[src/rtl/uart_irq_pkg.sv]
package uart_irq_pkg;
  localparam int ADDR_W = 8;
  localparam int DW     = 32;

  localparam logic [ADDR_W-1:0] OFS_IEN   = 8'h08;
  localparam logic [ADDR_W-1:0] OFS_IDIS  = 8'h0C;
  localparam logic [ADDR_W-1:0] OFS_MASK  = 8'h10;
  localparam logic [ADDR_W-1:0] OFS_RAW   = 8'h14;
  localparam logic [ADDR_W-1:0] OFS_RXTRG = 8'h20;
  localparam logic [ADDR_W-1:0] OFS_STAT  = 8'h2C;
  localparam logic [ADDR_W-1:0] OFS_TXTRG = 8'h44;

  localparam int B_RX_TRG  = 0;
  localparam int B_RX_EMP  = 1;
  localparam int B_RX_FUL  = 2;
  localparam int B_TX_EMP  = 3;
  localparam int B_TX_FUL  = 4;
  localparam int B_RX_OVR  = 5;
  localparam int B_FRAME   = 6;
  localparam int B_PARITY  = 7;
  localparam int B_RX_TMO  = 8;
  localparam int B_MODEM   = 9;
  localparam int B_TX_TRG_RAW  = 10;
  localparam int B_TX_OVF  = 12;
  localparam int B_TX_TRG_STAT = 13;

  localparam logic [DW-1:0] IRQ_IMPL = 32'h0000_17FF;
endpackage

[src/rtl/uart_irq_status.sv]
module uart_irq_status
  import uart_irq_pkg::*;
#(
  parameter int DEPTH = 64,
  parameter int CNT_W = $clog2(DEPTH + 1)
) (
  input  logic             clk_i,
  input  logic             rst_ni,
  input  logic [CNT_W-1:0] rx_count_i,
  input  logic [CNT_W-1:0] tx_count_i,
  input  logic [CNT_W-1:0] rx_trig_i,
  input  logic [CNT_W-1:0] tx_trig_i,
  output logic [DW-1:0]    status_o
);
  localparam logic [CNT_W-1:0] FULL = CNT_W'(DEPTH);

  always_comb begin
    status_o                = '0;
    status_o[B_RX_TRG]      = (rx_count_i >= rx_trig_i);
    status_o[B_RX_EMP]      = (rx_count_i == '0);
    status_o[B_RX_FUL]      = (rx_count_i == FULL);
    status_o[B_TX_EMP]      = (tx_count_i == '0);
    status_o[B_TX_FUL]      = (tx_count_i == FULL);
    status_o[B_TX_TRG_STAT] = (tx_count_i >= tx_trig_i);
  end

  AST_RX_EMPTY_FULL_EXCL: assert property (@(posedge clk_i) disable iff (!rst_ni)
    !(status_o[B_RX_EMP] && status_o[B_RX_FUL]));
  AST_TX_EMPTY_FULL_EXCL: assert property (@(posedge clk_i) disable iff (!rst_ni)
    !(status_o[B_TX_EMP] && status_o[B_TX_FUL]));
endmodule

[src/rtl/uart_irq_raw.sv]
module uart_irq_raw
  import uart_irq_pkg::*;
(
  input  logic          clk_i,
  input  logic          rst_ni,
  input  logic [DW-1:0] set_i,
  input  logic [DW-1:0] clr_i,
  output logic [DW-1:0] raw_o
);
  logic [DW-1:0] raw_q;

  // set beats clear on the same bit
  always_ff @(posedge clk_i or negedge rst_ni) begin
    if (!rst_ni) raw_q <= '0;
    else         raw_q <= ((raw_q & ~clr_i) | set_i) & IRQ_IMPL;
  end

  assign raw_o = raw_q;

  AST_RAW_STICKY: assert property (@(posedge clk_i) disable iff (!rst_ni)
    1'b1 |=> ((raw_q & $past(raw_q & ~clr_i)) == $past(raw_q & ~clr_i)));
  AST_RAW_SET_WINS: assert property (@(posedge clk_i) disable iff (!rst_ni)
    1'b1 |=> ((raw_q & $past(set_i & IRQ_IMPL)) == $past(set_i & IRQ_IMPL)));
  AST_RAW_NO_SPURIOUS: assert property (@(posedge clk_i) disable iff (!rst_ni)
    1'b1 |=> ((raw_q & ~$past(raw_q) & ~$past(set_i)) == '0));
endmodule

[src/rtl/uart_irq_mask.sv]
module uart_irq_mask
  import uart_irq_pkg::*;
(
  input  logic          clk_i,
  input  logic          rst_ni,
  input  logic          en_i,
  input  logic          dis_i,
  input  logic [DW-1:0] wdata_i,
  output logic [DW-1:0] mask_o
);
  logic [DW-1:0] mask_q;

  always_ff @(posedge clk_i or negedge rst_ni) begin
    if (!rst_ni)    mask_q <= '0;
    else if (en_i)  mask_q <= (mask_q | wdata_i) & IRQ_IMPL;
    else if (dis_i) mask_q <= mask_q & ~wdata_i;
  end

  assign mask_o = mask_q;

  AST_MASK_HOLD: assert property (@(posedge clk_i) disable iff (!rst_ni)
    !en_i && !dis_i |=> $stable(mask_q));
  AST_MASK_IMPL_ONLY: assert property (@(posedge clk_i) disable iff (!rst_ni)
    en_i |=> ((mask_q & ~IRQ_IMPL) == '0));
endmodule

[src/rtl/uart_irq_ctrl.sv]
module uart_irq_ctrl
  import uart_irq_pkg::*;
#(
  parameter int DEPTH    = 64,
  parameter int TRIG_RST = 32,
  localparam int CNT_W   = $clog2(DEPTH + 1)
) (
  input  logic              clk_i,
  input  logic              rst_ni,
  input  logic [CNT_W-1:0]  rx_count_i,
  input  logic [CNT_W-1:0]  tx_count_i,
  input  logic              ev_rx_ovr_i,
  input  logic              ev_frame_i,
  input  logic              ev_parity_i,
  input  logic              ev_rx_tmo_i,
  input  logic              ev_modem_i,
  input  logic              ev_tx_ovf_i,
  input  logic [ADDR_W-1:0] addr_i,
  input  logic              wr_en_i,
  input  logic [DW-1:0]     wdata_i,
  output logic [DW-1:0]     rdata_o,
  output logic              irq_o
);
  localparam logic [CNT_W-1:0] TRIG_INIT = CNT_W'(TRIG_RST);

  logic [CNT_W-1:0] rx_trig_q, tx_trig_q;
  logic [DW-1:0]    status, raw, mask, set_vec, clr_vec;
  logic             wr_ien, wr_idis;

  assign wr_ien  = wr_en_i && (addr_i == OFS_IEN);
  assign wr_idis = wr_en_i && (addr_i == OFS_IDIS);
  assign clr_vec = (wr_en_i && (addr_i == OFS_RAW)) ? wdata_i : '0;

  always_ff @(posedge clk_i or negedge rst_ni) begin
    if (!rst_ni) begin
      rx_trig_q <= TRIG_INIT;
      tx_trig_q <= TRIG_INIT;
    end else if (wr_en_i) begin
      if (addr_i == OFS_RXTRG) rx_trig_q <= wdata_i[CNT_W-1:0];
      if (addr_i == OFS_TXTRG) tx_trig_q <= wdata_i[CNT_W-1:0];
    end
  end

  uart_irq_status #(.DEPTH(DEPTH), .CNT_W(CNT_W)) u_status (
    .clk_i, .rst_ni, .rx_count_i, .tx_count_i,
    .rx_trig_i(rx_trig_q), .tx_trig_i(tx_trig_q), .status_o(status)
  );

  always_comb begin
    set_vec               = '0;
    set_vec[B_TX_FUL:0]   = status[B_TX_FUL:0];
    set_vec[B_TX_TRG_RAW] = status[B_TX_TRG_STAT];
    set_vec[B_RX_OVR]     = ev_rx_ovr_i;
    set_vec[B_FRAME]      = ev_frame_i;
    set_vec[B_PARITY]     = ev_parity_i;
    set_vec[B_RX_TMO]     = ev_rx_tmo_i;
    set_vec[B_MODEM]      = ev_modem_i;
    set_vec[B_TX_OVF]     = ev_tx_ovf_i;
  end

  uart_irq_raw u_raw (
    .clk_i, .rst_ni, .set_i(set_vec), .clr_i(clr_vec), .raw_o(raw)
  );

  uart_irq_mask u_mask (
    .clk_i, .rst_ni, .en_i(wr_ien), .dis_i(wr_idis), .wdata_i, .mask_o(mask)
  );

  always_comb begin
    case (addr_i)
      OFS_MASK:  rdata_o = mask;
      OFS_RAW:   rdata_o = raw;
      OFS_RXTRG: rdata_o = {{(DW-CNT_W){1'b0}}, rx_trig_q};
      OFS_TXTRG: rdata_o = {{(DW-CNT_W){1'b0}}, tx_trig_q};
      OFS_STAT:  rdata_o = status;
      default:   rdata_o = '0;
    endcase
  end

  assign irq_o = |(mask & raw);

  AST_IRQ_NEEDS_MASK: assert property (@(posedge clk_i) disable iff (!rst_ni)
    irq_o |-> (mask != '0) && (raw != '0));
  AST_TRIG_HOLD: assert property (@(posedge clk_i) disable iff (!rst_ni)
    !wr_en_i |=> $stable(rx_trig_q) && $stable(tx_trig_q));
endmodule

[config.mk]
export PLATFORM = sky130hd
export DESIGN_NAME = uart_irq_ctrl
export DESIGN_NICKNAME = d
export VERILOG_FILES = /design/src/rtl/uart_irq_pkg.sv /design/src/rtl/uart_irq_status.sv /design/src/rtl/uart_irq_raw.sv /design/src/rtl/uart_irq_mask.sv /design/src/rtl/uart_irq_ctrl.sv
export SDC_FILE = /design/constraint.sdc
export NUM_CORES = 1
export LEC_CHECK = 0
export ABC_AREA = 1
export BUFFER_PORTS_ARGS = -buffer_cell sky130_fd_sc_hd__buf_2
export CORE_ASPECT_RATIO = 0.7
export CORE_MARGIN = 2
export CORE_UTILIZATION = 48
export DETAILED_ROUTE_END_ITERATION = 8
export PLACE_DENSITY = 0.77
export RECOVER_POWER = 25
export SLEW_MARGIN = 25
export SYNTH_ARGS = -nofsm -noshare
export SYNTH_HDL_FRONTEND = slang
export SYNTH_SLANG_ARGS = --single-unit
[constraint.sdc]
create_clock -name clk_i -period 1.27 [get_ports clk_i]
set_input_delay 0.0635 -clock clk_i [delete_from_list [all_inputs] [get_ports clk_i]]
set_output_delay 0.0635 -clock clk_i [all_outputs]
set_load 0.02 [all_outputs]
==> impl_metrics.py <==
metrics = {
    "global_routing": {
        "top_usage_layer": "met2",
        "grtUsageMet1_pct": 35.88,
        "grt_pass1_vias": 3650,
        "met3_usage_pct": 6.330,
        "grtUsageTotal_pct": 28.15,
        "antenna_found_initial": 0,
        "grt_max_degree": 25,
        "grt_first_pass_wirelength_um": 17170,
        "grt-ovfl-total": 0,
        "grtUsageMet2_pct": 48.24,
    },
    "place": {
        "placed_cells": 672,
        "gp_congestion": 0.9462,
        "dp_hpwl_um": 7610,
        "portBuffers": 95,
        "pre_cts_slack_ps": -291.0,
    },
    "synth": {
        "synthCells": 463,
        "ys_ff_latch": 58,
        "synthXorXnorAreaFrac_pct": 0,
        "syn-cell-area_um2": 3498,
        "synth_compound_area_share_pct": 11.52,
        "yosys.area_share.simple_pct": 31.94,
        "yosysTopAreaCell": "dfrtp_1",
        "synth_common_cells": "nand2_1 (119), inv_1 (70), dfrtp_1 (56)",
        "avgSynthCellArea_um2": 7.556,
        "ys.warnings.count": 0,
        "netlist_top_cells_area": "dfrtp_1 (40%), nand2_1 (13%), inv_1 (7.5%)",
        "synthFlopType": "dfrtp_1",
        "synth-adder-area-share_pct": 5.007,
        "syn_nets": 540,
        "synth-edff-count": 0,
        "yosysUniqueCellTypes": 34,
        "synth_top_area_share_pct": 40.06,
        "muxShareOfSynthArea_pct": 0,
        "synth_most_common_cell": "nand2_1",
        "synth_top_family_by_area": "simple AND/OR/NAND/NOR gates",
        "seq_area_frac_synth_pct": 41.56,
        "async_flop_share_pct": 100.0,
    },
    "run_status": {
        "status": "complete, but fails checks",
        "violations": "setup timing",
    },
    "hold_path": {
        "hp-class": "in -> reg",
        "whs_path_depth": 3,
        "min_to": "u_raw.raw_o[4]",
        "hold_start": "tx_count_i[6]",
    },
    "sta": {
        "min_period_ps": 1844,
        "finalSetupTns_ps": -1935,
        "finalSetupViolCount": 9,
        "whs_ps": 12.16,
        "finalHoldViolations": 0,
        "tightest_slew_ps": 688.4,
        "rsz0062_at_grt": "yes",
        "slew_viol_final": 0,
        "relSlewSlack_pct": 54.11,
        "fin_skew_ps": 4.276,
        "fmax_ghz": 0.5423,
        "final.setup.worst_slack_ps": -573.9,
        "finalCritPeriodShare_pct": 145.2,
    },
    "cts": {
        "cts-buffers-inserted": 9,
        "clk_latency_ps": 340,
        "clk_path_buf_depth": 2,
        "tritoncts": "yes",
        "htreeDepth": 3,
        "cts_root_buf": "clkbuf_8",
        "clock_sinks": 58,
        "path_clk_slew_ps": 70,
    },
    "power_and_ir_drop": {
        "powerDensity_nw_per_um2": 952.8,
        "p_int_mw": 3.582,
        "comb_power_share_pct": 18.9,
        "p_clk_share_pct": 39.0,
        "switchingPower_mw": 1.344,
        "leakage_nw": 2.807,
        "seqPwrFrac_pct": 42.1,
        "switching_share_pct": 27.29,
        "vdd_drop_max_v": 0.0006661,
    },
    "worst_setup_path": {
        "critPathSlowestCell": "dfstp_2",
        "r2r-start": "rx_trig_q[5]",
        "r2r_cells": 9,
        "cp_data_required_time_ps": 1210,
        "cpPeakStageDelay_ps": 540,
        "start_kind": "register",
        "crit_path_max_fanout": 2,
        "worstPathCellList": "inv_2 -> ha_4 -> nand2_4 -> nor2_4 -> nand4_1 -> nand3_1 -> nand2_1 -> nand2_2 -> buf_6",
        "crit_arrival_ps": 1780,
        "r2r_slack_ps": -220,
        "setup.worst_path.class": "reg -> out",
        "r2r_end": "u_raw.raw_o[0]",
        "crit_path_end_kind": "output pin",
    },
    "finish": {
        "seqCellArea_um2": 1454,
        "antenna_cells": 0,
        "nets": 713,
        "area_delta_synth_final_pct": 47.78,
        "fillerInstances": 470,
        "final_layout_size_suffix_gt1_share_pct": 37.44,
        "multiInputGateArea_um2": 1859,
        "layoutNonFillerInstCount": 735,
    },
    "detailed_routing": {
        "wl_um": 11430,
        "via_per_inst": 5.317,
        "dr.pass1.iters": 5,
        "avgRoutedWirePerCell_um": 15.54,
        "ant_nets": 0,
        "drtIter0Drc": 424,
        "drc_errors": 0,
        "vias": 3908,
    },
    "floorplanning": {
        "die_x_um": 106.0,
        "initial_core_util_pct": 50.61,
        "dieHeight_um": 75.43,
        "core_um2": 6913,
        "rows": 25,
        "ioPinCount": 96,
        "dieArea_um2": 7998,
    },
    "job": {
        "maxCapViolCount": 0,
    },
}
cell type report:
cell class              count  share of cell area, %
clock buffers              11                  2.735
repair buffers            171                  23.96
inverters                  74                  5.445
multi-input cells         322                  35.96
flip-flops and latches     58                  28.12
well taps                  94                  2.275
clock inverters             5                  1.500
layout by cell type (no fill, tap or decap), types with 9 or more instances in the layout:
cell type,Yosys,layout
a21oi_1,23,21
buf_2,2,84
buf_4,1,33
buf_6,4,13
clkbuf_8,0,10
dfrtp_1,56,56
dlygate4sd3_1,0,35
ha_1,14,9
inv_1,70,61
inv_2,3,11
nand2_1,119,112
nand2_2,4,9
nand3_1,24,19
nor2_1,50,46
o21ai_0,17,12
o21ai_2,10,12
or2_2,20,20
timing repair:
item | 4_1_cts | 5_1_grt
gates cloned | 0 | 0
gates resized for setup | 34 | 30
setup buffers | 8 | 8
endpoints found under the hold margin | 89 | 0
pin swaps | 20 | 18
setup endpoints to repair | 11 | 29
hold buffers | 35 | 0
logic make-up after synthesis:
| logic type | count (synthesis) |
|---|---|
| adder cells (fa/ha/maj) | 14 |
| flip-flops | 58 |
| buffers and inverters | 83 |
| AO/OA/AOI/OAI | 67 |
| AND/OR/NAND/NOR | 241 |
critical path: cells and delay by family (launching register included):
kind,cells,cell delay (ps)
adder cells (fa/ha/maj),1,260
buffers and inverters,2,160
flip-flops,1,540
AND/OR/NAND/NOR,6,470
per-stage QoR:
step                power [mW]  util (%)  area [µm²]
floorplan                2.468         -        3521
global placement         2.776     62.37        4312
detailed placement       2.808     62.37        4312
CTS                      4.859     72.65        5022
global route             5.134     74.79        5170
finish                   4.926     74.79        5170
worst max path at each step:
stage,startpoint,to,slack [ps],cells past startpoint
after floorplan,tx_trig_q[5],rdata_o[13],-110,8
after global placement,tx_trig_q[5],rdata_o[13],-230,9
after detailed placement,tx_trig_q[5],rdata_o[13],-290,9
after CTS,tx_trig_q[5],rdata_o[13],-590,9
after global routing,tx_trig_q[5],rdata_o[13],-680,9
final,tx_trig_q[5],rdata_o[13],-570,9
metal layers:
metal	routed length [µm]	part of all wire [%]	up-vias
met3	1033	9.0	51
met5	0	0	-
met4	404	3.5	0
met1	4599	40	1815
met2	5388	47	249
li1	-	-	1793
power groups by stage:
stage | sequential (mW) | clock (mW) | combinational [mW]
2_1_floorplan | 2.07 | 0 | 0.396
3_3_place_gp | 2.09 | 0 | 0.688
3_5_place_dp | 2.09 | 0 | 0.714
4_1_cts | 2.06 | 1.94 | 0.857
5_1_grt | 2.08 | 2.03 | 1.02
6_report | 2.07 | 1.92 | 0.931
(Power assumes the default switching activity.)
